**src/rtl/bea_pkg.sv**
```systemverilog
package bea_pkg;

  // Count ones in a word of up to 64 bits.
  // Groups of six bits are each reduced to a 3-bit count, then the groups are summed.
  function automatic logic [6:0] ones_in(input logic [63:0] v);
    logic [6:0] acc;
    logic [2:0] grp;
    acc = '0;
    for (int g = 0; g < 11; g++) begin
      grp = 3'd0;
      for (int b = 0; b < 6; b++) begin
        if (g * 6 + b < 64) grp = grp + {2'b00, v[g * 6 + b]};
      end
      acc = acc + {4'b0000, grp};
    end
    return acc;
  endfunction

  // One 3:2 compression step: sum and shifted majority of three vectors.
  function automatic logic [63:0] csa_sum(input logic [63:0] a, input logic [63:0] b,
                                          input logic [63:0] c);
    return a ^ b ^ c;
  endfunction

  function automatic logic [63:0] csa_carry(input logic [63:0] a, input logic [63:0] b,
                                            input logic [63:0] c);
    return ((a & b) | (a & c) | (b & c)) << 1;
  endfunction

endpackage

```
**src/rtl/bea_front.sv**
```systemverilog
module bea_front #(
  parameter int WIDTH = 256,
  parameter int SLICE = 8,
  localparam int NSLICE = WIDTH / SLICE,
  localparam int CW = $clog2(SLICE + 1)
) (
  input  logic                       clk,
  input  logic                       rst,
  input  logic                       clr,
  input  logic                       valid_i,
  input  logic [WIDTH-1:0]           data_i,
  input  logic [WIDTH-1:0]           expect_i,
  output logic [NSLICE-1:0][CW-1:0]  cnt_o
);

  // Masked error vector: an invalid cycle becomes an all-zero slot.
  logic [WIDTH-1:0] mism_w;
  assign mism_w = valid_i ? (data_i ^ expect_i) : '0;

  logic [NSLICE-1:0][CW-1:0] cnt_w;

  for (genvar s = 0; s < NSLICE; s++) begin : g_slice
    assign cnt_w[s] = CW'(bea_pkg::ones_in(64'(mism_w[s*SLICE +: SLICE])));
  end

  always_ff @(posedge clk) begin
    if (rst || clr) cnt_o <= '0;
    else            cnt_o <= cnt_w;
  end

  // an invalid word leaves only empty slice counts behind
  assert_invalid_empty_R2: assert property (@(posedge clk) disable iff (rst)
    (!$past(rst) && !$past(valid_i)) |-> (cnt_o == '0));

endmodule

```
**src/rtl/bea_tree.sv**
```systemverilog
module bea_tree #(
  parameter int N  = 32,
  parameter int TW = 9
) (
  input  logic                  clk,
  input  logic                  rst,
  input  logic                  clr,
  input  logic [N-1:0][TW-1:0]  leaves_i,
  output logic [TW-1:0]         root_o
);

  if (N == 1) begin : g_single
    assign root_o = leaves_i[0];
  end else begin : g_multi
    // Heap layout: nodes 0..N-2 are registered adders, N-1..2N-2 are the leaves.
    logic [N-2:0][TW-1:0]   node_q;
    logic [2*N-2:0][TW-1:0] all_w;

    assign all_w  = {leaves_i, node_q};
    assign root_o = node_q[0];

    always_ff @(posedge clk) begin
      if (rst || clr) begin
        node_q <= '0;
      end else begin
        for (int i = 0; i < N - 1; i++) begin
          node_q[i] <= all_w[2*i+1] + all_w[2*i+2];
        end
      end
    end
  end

endmodule

```
**src/rtl/bea_csa_acc.sv**
```systemverilog
module bea_csa_acc #(
  parameter int TW    = 9,
  parameter int ACC_W = 32,
  localparam int EW   = ACC_W + 1
) (
  input  logic             clk,
  input  logic             rst,
  input  logic             clr,
  input  logic [TW-1:0]    add_i,
  output logic [ACC_W-1:0] total_o
);

  logic [EW-1:0] s_q, c_q, s_nx, c_nx, add_w;
  logic [EW-1:0] resolved_w;
  logic          sat_q, over_w;

  assign add_w = EW'(add_i);
  assign s_nx  = EW'(bea_pkg::csa_sum(64'(s_q), 64'(c_q), 64'(add_w)));
  assign c_nx  = EW'(bea_pkg::csa_carry(64'(s_q), 64'(c_q), 64'(add_w)));

  // Late carry propagation; the guard bit flags overflow
  assign resolved_w = s_q + c_q;
  assign over_w     = sat_q | resolved_w[ACC_W];

  always_ff @(posedge clk) begin
    if (rst || clr) begin
      s_q     <= '0;
      c_q     <= '0;
      sat_q   <= 1'b0;
      total_o <= '0;
    end else begin
      s_q     <= s_nx;
      c_q     <= c_nx;
      sat_q   <= over_w;
      total_o <= over_w ? '1 : resolved_w[ACC_W-1:0];
    end
  end

  // the redundant pair always encodes the previous value plus the added count
  assert_csa_tracks_R1: assert property (@(posedge clk) disable iff (rst)
    (!$past(rst) && !$past(clr)) |-> (resolved_w == $past(resolved_w) + $past(add_w)));

  // once saturated the flag stays until a clear
  assert_sat_sticky_R5: assert property (@(posedge clk) disable iff (rst)
    (sat_q && !clr) |=> sat_q);

endmodule

```
**src/rtl/bit_err_accum.sv**
```systemverilog
module bit_err_accum #(
  parameter int WIDTH = 256,
  parameter int SLICE = 8,
  parameter int ACC_W = 32,
  localparam int NSLICE  = WIDTH / SLICE,
  localparam int LVLS    = $clog2(NSLICE),
  localparam int NPAD    = 1 << LVLS,
  localparam int CW      = $clog2(SLICE + 1),
  localparam int TW      = $clog2(WIDTH + 1),
  localparam int LATENCY = LVLS + 3
) (
  input  logic             clk,
  input  logic             rst,
  input  logic             valid_i,
  input  logic [WIDTH-1:0] data_i,
  input  logic [WIDTH-1:0] expect_i,
  input  logic             clear_i,
  output logic [ACC_W-1:0] total_o
);

  logic [NSLICE-1:0][CW-1:0] slice_cnt_w;
  logic [NPAD-1:0][TW-1:0]   leaves_w;
  logic [TW-1:0]             word_cnt_w;

  bea_front #(.WIDTH(WIDTH), .SLICE(SLICE)) u_front (
    .clk      (clk),
    .rst      (rst),
    .clr      (clear_i),
    .valid_i  (valid_i),
    .data_i   (data_i),
    .expect_i (expect_i),
    .cnt_o    (slice_cnt_w)
  );

  // Pad the slice counts to a power of two with empty leaves
  always_comb begin
    leaves_w = '0;
    for (int j = 0; j < NSLICE; j++) leaves_w[j] = TW'(slice_cnt_w[j]);
  end

  bea_tree #(.N(NPAD), .TW(TW)) u_tree (
    .clk      (clk),
    .rst      (rst),
    .clr      (clear_i),
    .leaves_i (leaves_w),
    .root_o   (word_cnt_w)
  );

  bea_csa_acc #(.TW(TW), .ACC_W(ACC_W)) u_acc (
    .clk     (clk),
    .rst     (rst),
    .clr     (clear_i),
    .add_i   (word_cnt_w),
    .total_o (total_o)
  );

  // a clear empties the total at once
  assert_clear_zero_R6: assert property (@(posedge clk) disable iff (rst)
    clear_i |=> (total_o == '0));

  // outside clear and reset the total never falls
  assert_monotonic_R4: assert property (@(posedge clk) disable iff (rst)
    (!$past(rst) && !$past(clear_i)) |-> (total_o >= $past(total_o)));

  // one cycle never adds more than a full word of errors
  assert_step_bound_R1: assert property (@(posedge clk) disable iff (rst)
    (!$past(rst) && !$past(clear_i)) |-> ((total_o - $past(total_o)) <= ACC_W'(WIDTH)));

  // a saturated total holds
  assert_sat_hold_R5: assert property (@(posedge clk) disable iff (rst)
    ((&total_o) && !clear_i) |=> (&total_o));

endmodule

```
**config.mk**
```make
export PLATFORM = sky130hd
export DESIGN_NAME = bit_err_accum
export DESIGN_NICKNAME = d
export VERILOG_FILES = /design/src/rtl/bea_pkg.sv /design/src/rtl/bea_front.sv /design/src/rtl/bea_tree.sv /design/src/rtl/bea_csa_acc.sv /design/src/rtl/bit_err_accum.sv
export SDC_FILE = /design/constraint.sdc
export NUM_CORES = 1
export LEC_CHECK = 0
export BUFFER_PORTS_ARGS = -buffer_cell sky130_fd_sc_hd__clkbuf_2
export CAP_MARGIN = 10
export CORE_MARGIN = 2
export CORE_UTILIZATION = 50
export CTS_CLUSTER_SIZE = 30
export DETAILED_ROUTE_END_ITERATION = 10
export PLACE_DENSITY_LB_ADDON = 0.05
export SYNTH_ARGS = -nofsm -noshare
export SYNTH_HDL_FRONTEND = slang
export SYNTH_SLANG_ARGS = --single-unit
```
**constraint.sdc**
```tcl
create_clock -name clk -period 3.3 [get_ports clk]
set_input_delay 0 -clock clk [delete_from_list [all_inputs] [get_ports clk]]
set_output_delay 0 -clock clk [all_outputs]
set_load 0.02 [all_outputs]
```
==> metrics.csv, run 1 <==
stage;metric;value;unit
yosys;top cell type's share of synthesized area;0.3150;
yosys;prevailing post-synth register cell;dfxtp_1;
placement;worst setup timing slack at the placement stage;46.42;ps
floorplanning;area of the core;0.05120;sq mm
final_layout;area of the multi-input gates;0.01626;sq mm
yosys;Yosys cell types;52;
global_route;antenna violations before repair;15;
yosys;sequential share of the synthesized area;0.3150;
worst_setup_path;reg2reg path depth;11;
sta;final setup fails;0;
floorplanning;Rows;83;
sta;setup repair after global routing missed its margin;false;
floorplanning;effective utilization at floorplan;0.5052;
sta;count of final max-slew check failures;0;
sta;smallest setup slack after layout;198.0;ps
route;iteration count of the initial detailed-routing pass;5;
yosys;most frequent cells after synthesis;407 x dfxtp_1, 339 x xor2_1, 321 x and2_1, 303 x inv_1, 296 x ha_1;
sta;final hold vios;0;
final_layout;total of fill cells in the finished design;4439;
worst_setup_path;critical path fanouts, max;3;
global_route;pin count of the biggest net entering global routing;111;
floorplanning;vertical extent of the die;231.5;um
yosys;synthesized netlist net count;3698;
pwr;static leakage;15.40;nW
sta;post-route minimum period;3102;ps
global_route;wire length of the first global-routing pass;101400;um
route;antenna violation net count after detailed routing;0;
min_path;Worst Min Path Start;data_i[150];
placement;gp weighted congestion;0.9664;
yosys;cell with the most instances after synthesis;dfxtp_1;
yosys;Post-Syn Instances;2718;
final_layout;post-layout net count;4243;
clocking;Reg clk slew, reported paths;60;ps
sta;period utilisation layout;0.9400;
sta;slew at the pin closest to its max-slew limit;1022;ps
worst_setup_path;r2r endpoint;u_acc.total_o[31];
pwr;power density cells;432.1;mW/mm^2
yosys;Netlist Area Pre-Place;0.02587;sq mm
route;number of design-rule violations left by the first detailed-router iteration;688;
sta;Fmax;322.4;MHz
final_layout;relative area change from synthesis to final layout;19.79;%
clocking;buffer levels on the longest clock path;3;
worst_setup_path;Setup Crit Path Kind;register to register;
min_path;Worst Hold Depth;5;
worst_setup_path;kind of capture point of the worst setup path;register;
global_route;vias in the first global route;19859;
route;Wirelength per Cell;16.26;um
yosys;mean area per synthesized cell;9.517;sq um
clocking;source-to-sink clock delay at the later pin of the worst-skew pair;570;ps
global_route;Remaining Overflow, GRT;0;
clocking;number of buffers created by CTS;43;
final_layout;Sequential cell area;0.008148;sq mm
sta;Worst Clk Skew;23.03;ps
yosys;Async S/R FF share, synth;0;
clocking;CTS tree;built;
worst_setup_path;kind of launch point of the worst setup path;register;
sta;max_slew headroom;0.3186;
placement;Port Buf Inserts;547;
route;total DRC errors in the routed layout;0;
status;result of the run;completed;
min_path;worst hold endpoint;u_front.cnt_o[75];
yosys;number of warnings reported in the yosys synthesis log;0;
job;max-cap violations;0;
pwr;worst vdd rail ir drop;335.2;uV
yosys;FF+latch count, synth;407;
floorplanning;number of I/O pins;548;
route;ratio of routed vias to standard cells;4.800;
route;vias after detailed routing;19117;
min_path;classification of the worst-slack hold path;input pin to register;
worst_setup_path;worst-case register-to-register setup slack;200;ps
clocking;number of levels the H-tree was split into;2;
final_layout;layout cell share with drive strength beyond 1;0.2019;
yosys;main area contributors after synthesis;dfxtp_1 31%, ha_1 14%, fa_1 13%;
global_route;total routing resource utilization after global routing;0.2419;
worst_setup_path;arrival time of data at the critical path endpoint;3610;ps
placement;post-detailed-placement half-perimeter wirelength;54890;um
sta;TNS Setup;0;ps
yosys;cell type with the largest total area after synthesis;dfxtp_1;
worst_setup_path;CP Data Required Time;3810;ps
floorplanning;Die Wd;231.5;um
floorplanning;floorplan die area;0.05357;sq mm
clocking;Num Clock Sinks;407;
route;wire length reported by the detailed router;64740;um
worst_setup_path;Worst R2R Start;u_acc.c_q[1];
clocking;clock root buffer master;clkbuf_16;
yosys;number of enable flip-flop cells after synthesis;0;
registers in the layout, indices dropped and copies added (netlist names):
name                  cells
u_acc.c_q                32
u_acc.s_q                33
u_acc.sat_q               1
u_acc.total_o            32
u_front.cnt_o           128
u_tree.g_multi.all_w    172
u_tree.root_o             9
per-layer routing:
layer | vias to the layer above | GRT usage | wire [um]
li1 | 9692 | - | -
met1 | 8924 | 0.3156 | 29080
met2 | 407 | 0.4086 | 30860
met3 | 90 | 0.03888 | 3137
met4 | 4 | 0.07883 | 1635
met5 | - | 0 | 28
worst max-delay path by stage:
| stage | start | end | slack (ps) | depth (start not counted) |
|---|---|---|---|---|
| after floorplan | valid_i | u_front.cnt_o[114] | 180 | 12 |
| after global placement | valid_i | u_front.cnt_o[126] | 110 | 13 |
| after detailed placement | valid_i | u_front.cnt_o[126] | 50 | 13 |
| after CTS | u_acc.c_q[8] | u_acc.total_o[31] | 180 | 11 |
| after global routing | u_acc.c_q[5] | u_acc.total_o[31] | 30 | 11 |
| final | u_acc.c_q[1] | u_acc.total_o[31] | 200 | 11 |
report_power, final:
part	switching [mW]	internal, mW
registers	0.124	5.18
logic	1.72	1.44
clock network	1.97	2.96
placed cells by master (no fill, tap or decap), drive strengths merged, types with 10 or more instances in the layout:
cell type | netlist | routed
nor3 | 56 | 56
xnor2 | 35 | 35
o21bai | 10 | 10
and2 | 321 | 321
a21o | 63 | 63
a21oi | 171 | 171
ha | 296 | 296
nand2 | 118 | 118
nor2b | 65 | 65
clkbuf | 75 | 608
dfxtp | 407 | 407
xor2 | 339 | 339
o21ai | 47 | 47
inv | 303 | 306
fa | 168 | 168
nor2 | 173 | 173
buf | 12 | 38
through the flow:
step / cells / cell area, sq um / total power [mW] / utilization / hold WS (ps)
after floorplan: 2718 / 25870 / 7.447 / - / 332.9
after global placement: 3895 / 29470 / 8.454 / 0.5757 / 416.2
after detailed placement: 3895 / 29470 / 8.581 / 0.5757 / 414.1
after CTS: 3974 / 30960 / 13.60 / 0.6047 / 8.643
after global routing: 3983 / 30990 / 14.31 / 0.6052 / 49.72
final: 3983 / 30990 / 13.39 / 0.6052 / 33.42
repair_timing:
item,in CTS,in global routing
gates resized for setup,0,1
buffers inserted,0,0
hold endpoints to repair,2,0
setup endpoints to repair,0,1
hold buffers,3,0
layout make-up:
| class | count | share of cell area |
|---|---|---|
| diodes | 9 | 0.0007268 |
| repair buffers | 587 | 0.1005 |
| multi-input cells | 1921 | 0.5247 |
| clock inverters | 14 | 0.006703 |
| clock buffers | 62 | 0.04026 |
| flip-flops and latches | 407 | 0.2629 |
| inverters | 303 | 0.03670 |
| well taps | 680 | 0.02746 |
logic make-up after synthesis:
group / Yosys count / share of synthesized area
muxes: 1 / 0.0005803
DFF: 407 / 0.3150
AOI/OAI and AO/OA: 315 / 0.07246
adders and majority gates: 464 / 0.2732
buffers and inverters: 390 / 0.05708
xor gates and xnor gates: 374 / 0.1266
and+or+nand+nor: 767 / 0.1551
worst max-delay path, stage by stage, from the launching register on:
cell and delay [ps]:
dfxtp_1 330, ha_1 260, fa_1 500, a21oi_1 220, o21ai_1 110, a31oi_2 250
o21ai_2 120, a21boi_1 300, o221ai_1 210, o2111a_1 270, nor4_2 280, buf_4 160
No activity file was read; power rests on OpenSTA's default activity.
==> run 2, diff against run 1 <==
--- a/config.mk
+++ b/config.mk
@@ -5,7 +5,7 @@
 export SDC_FILE = /design/constraint.sdc
 export NUM_CORES = 1
 export LEC_CHECK = 0
-export BUFFER_PORTS_ARGS = -buffer_cell sky130_fd_sc_hd__clkbuf_2
+export BUFFER_PORTS_ARGS = -buffer_cell sky130_fd_sc_hd__buf_4
 export CAP_MARGIN = 10
 export CORE_MARGIN = 2
 export CORE_UTILIZATION = 50
==> run 2 against run 1 <==
Via count increased by 0.54%. Clock skew is 8.2 ps lower. Global-route usage is 0.31 points higher. Fmax down 0.45%. First-iteration DRC count grew 25%. Clock power decreased by 4.9%. Worst setup slack got worse by 14 ps. Sequential share of layout area decreased by 1.1 points. Die area unchanged. Cell count down 0.13%. Sequential cell count stayed put. Power shrank 0.30%. Critical endpoint unchanged. Largest power group unchanged. Highest routed layer unchanged.
==> metrics.csv, run 2 (synthesis results as in run 1) <==
stage;metric;value;unit;change
placement;gp weighted congestion;0.9076;;-6.1%
worst_setup_path;Setup Crit Path Kind;register to register;;
route;total DRC errors in the routed layout;0;;unchanged
clocking;buffer levels on the longest clock path;3;;unchanged
worst_setup_path;CP Data Required Time;3780;ps;-30 ps
floorplanning;vertical extent of the die;231.5;um;unchanged
floorplanning;Die Wd;231.5;um;unchanged
global_route;pin count of the biggest net entering global routing;88;;-21%
sta;Fmax;320.9;MHz;-0.45%
status;result of the run;completed;;
global_route;Remaining Overflow, GRT;0;;unchanged
route;top layer in use;met5;;
route;met3 wirelength from detailed routing;2776;um;-12%
final_layout;area of the multi-input gates;0.01627;sq mm;about the same
pwr;power density cells;413.5;mW/mm^2;-4.3%
final_layout;total of fill cells in the finished design;4383;;-1.3%
floorplanning;area of the core;0.05120;sq mm;unchanged
clocking;source-to-sink clock delay at the later pin of the worst-skew pair;550;ps;-20 ps
floorplanning;floorplan die area;0.05357;sq mm;unchanged
clocking;clock root buffer master;clkbuf_16;;
worst_setup_path;master of the slowest instance on the critical path;fa_1;;
final_layout;Sequential cell area;0.008148;sq mm;unchanged
final_layout;layout cell share with drive strength beyond 1;0.2018;;about the same
global_route;antenna violations before repair;4;;-11
final_layout;number of flip-flops in the largest register;172;;unchanged
route;iteration count of the initial detailed-routing pass;7;;+2
final_layout;post-layout instance count excluding filler cells;3978;;-0.13%
worst_setup_path;reg2reg path depth;12;;+1
worst_setup_path;worst-case register-to-register setup slack;180;ps;about the same
worst_setup_path;worst setup path startpoint;u_acc.c_q[1];;
sta;setup repair after global routing missed its margin;false;;
route;antenna violation net count after detailed routing;0;;unchanged
final_layout;most common cell after layout, fill and taps aside;buf_4;;
sta;Worst Clk Skew;14.86;ps;-8.170 ps
worst_setup_path;stage delay of the slowest cell on the critical path;490;ps;about the same
route;met2 wire length;31940;um;+3.5%
global_route;wire length of the first global-routing pass;103400;um;+1.9%
floorplanning;number of I/O pins;548;;unchanged
final_layout;most used cells in the layout excluding fill and tap cells;579 x buf_4, 407 x dfxtp_1, 339 x xor2_1;;
clocking;CTS tree;built;;
worst_setup_path;kind of launch point of the worst setup path;register;;
route;Wirelength per Cell;16.48;um;+1.4%
route;wire length reported by the detailed router;65540;um;+1.2%
worst_setup_path;Worst R2R Start;u_acc.c_q[1];;
sta;period utilisation layout;0.9442;;+0.004202
pwr;worst vdd rail ir drop;287.0;uV;-14%
job;max-cap violations;0;;unchanged
pwr;PnR Total Power;13.35;mW;-0.30%
min_path;classification of the worst-slack hold path;input pin to register;;
route;ratio of routed vias to standard cells;4.832;;+0.67%
floorplanning;Rows;83;;unchanged
worst_setup_path;arrival time of data at the critical path endpoint;3600;ps;about the same
final_layout;relative area change from synthesis to final layout;24.82;%;
route;number of design-rule violations left by the first detailed-router iteration;858;;+25%
sta;slew at the pin closest to its max-slew limit;977.6;ps;-44.51 ps
sta;final hold vios;0;;unchanged
placement;total placed cells including tap cells;3896;;+0.026%
floorplanning;effective utilization at floorplan;0.5052;;unchanged
worst_setup_path;worst setup path endpoint;u_acc.total_o[31];;
sta;count of final max-slew check failures;0;;unchanged
min_path;Worst Min Path Start;data_i[150];;
worst_setup_path;cell mode on critical path;buf_4;;
final_layout;post-layout net count;4245;;+0.047%
worst_setup_path;kind of capture point of the worst setup path;register;;
pwr;static leakage;15.73;nW;+2.2%
global_route;total routing resource utilization after global routing;0.2451;;+0.003143
sta;final setup fails;0;;unchanged
sta;max_slew headroom;0.3461;;+0.02752
min_path;Worst Hold Depth;5;;unchanged
worst_setup_path;critical path fanouts, max;4;;+1
route;vias after detailed routing;19220;;+0.54%
route;Routed met1 length;29610;um;+1.8%
global_route;vias in the first global route;20380;;+2.6%
clocking;Num Clock Sinks;407;;unchanged
sta;post-route minimum period;3116;ps;+13.87 ps
worst_setup_path;r2r endpoint;u_acc.total_o[31];;
placement;Port Buf Inserts;547;;unchanged
placement;post-detailed-placement half-perimeter wirelength;55620;um;+1.3%
clocking;number of buffers created by CTS;42;;-2.3%
clocking;Reg clk slew, reported paths;60;ps;about the same
clocking;number of levels the H-tree was split into;2;;unchanged
clocking;buffers inserted by post-CTS timing repair;0;;unchanged
worst_setup_path;crit-path cells;ha_1 -> fa_1 -> a21oi_1 -> o21ai_1 -> a31oi_2 -> o21ai_2 -> a21boi_1 -> buf_4 -> o221ai_1 -> o2111a_1 -> nor4_2 -> buf_4;;
[run 2: cell count changes in the layout (fill, tap and decap cells not counted), sizes merged]
| cell | change |
|---|---|
| clkbuf | -549 |
| buf | +547 |
| diode | -6 |
| clkinv | +2 |
| clkinvlp | +2 |
| dlygate4sd3 | +2 |
| inv | -2 |
| bufinv | -1 |
[run 2: routing by layer]
layer,vias to the layer above,track usage
li1,9682,-
met1,9096,0.3178
met2,361,0.4251
met3,79,0.03568
met4,2,0.06613
met5,-,0
[run 2: how the worst min path moves through the flow]
stage,end
detailed placement,total_o[14]
global route,u_front.cnt_o[99]
global placement,total_o[17]
CTS,u_front.cnt_o[127]
floorplan,u_front.cnt_o[87]
finish,u_front.cnt_o[75]
[run 2: repair_timing]
action,in CTS,in global routing
endpoints found under the setup margin,1,4
pin swaps,0,0
resized for setup,1,1
hold buffers,5,0
endpoints found under the hold margin,30,0
[run 2: worst max-delay path, delay by kind of cell, from the launching register on]
| kind | cells | cell delay (ps) |
|---|---|---|
| AND/OR/NAND/NOR | 1 | 250 |
| flip-flops | 1 | 330 |
| AO/OA/AOI/OAI | 7 | 1410 |
| adder cells (fa/ha/maj) | 2 | 740 |
| buffers and inverters | 2 | 320 |
[run 2: layout make-up]
cell class | count | share of cell area
antenna | 3 | 0.0002325
clock buffer | 59 | 0.03736
clock inverter | 15 | 0.005038
inverter | 303 | 0.03523
multi-input combinational | 1921 | 0.5038
sequential | 407 | 0.2524
tap | 680 | 0.02635
timing repair buffer | 590 | 0.1396
[run 2: report_power, final]
group | internal, mW | switching [mW] | leakage (nW)
Combinational | 1.63 | 1.73 | 11.8
Clock | 2.78 | 1.90 | 0.673
Sequential | 5.17 | 0.120 | 3.29
Total | 9.59 | 3.76 | 15.7
[run 2: stage by stage]
stage,hold WS (ps),setup WS (ps),instance area [sq um],util,setup TNS [ps]
2_1_floorplan,332.9,178.9,25870,-,0
3_3_place_gp,412.9,22.26,30850,0.6025,0
3_5_place_dp,410.6,-4.974,30850,0.6025,-4.974
4_1_cts,4.814,136.6,32270,0.6304,0
5_1_grt,46.51,5.238,32290,0.6306,0
6_report,32.53,184.2,32290,0.6306,0
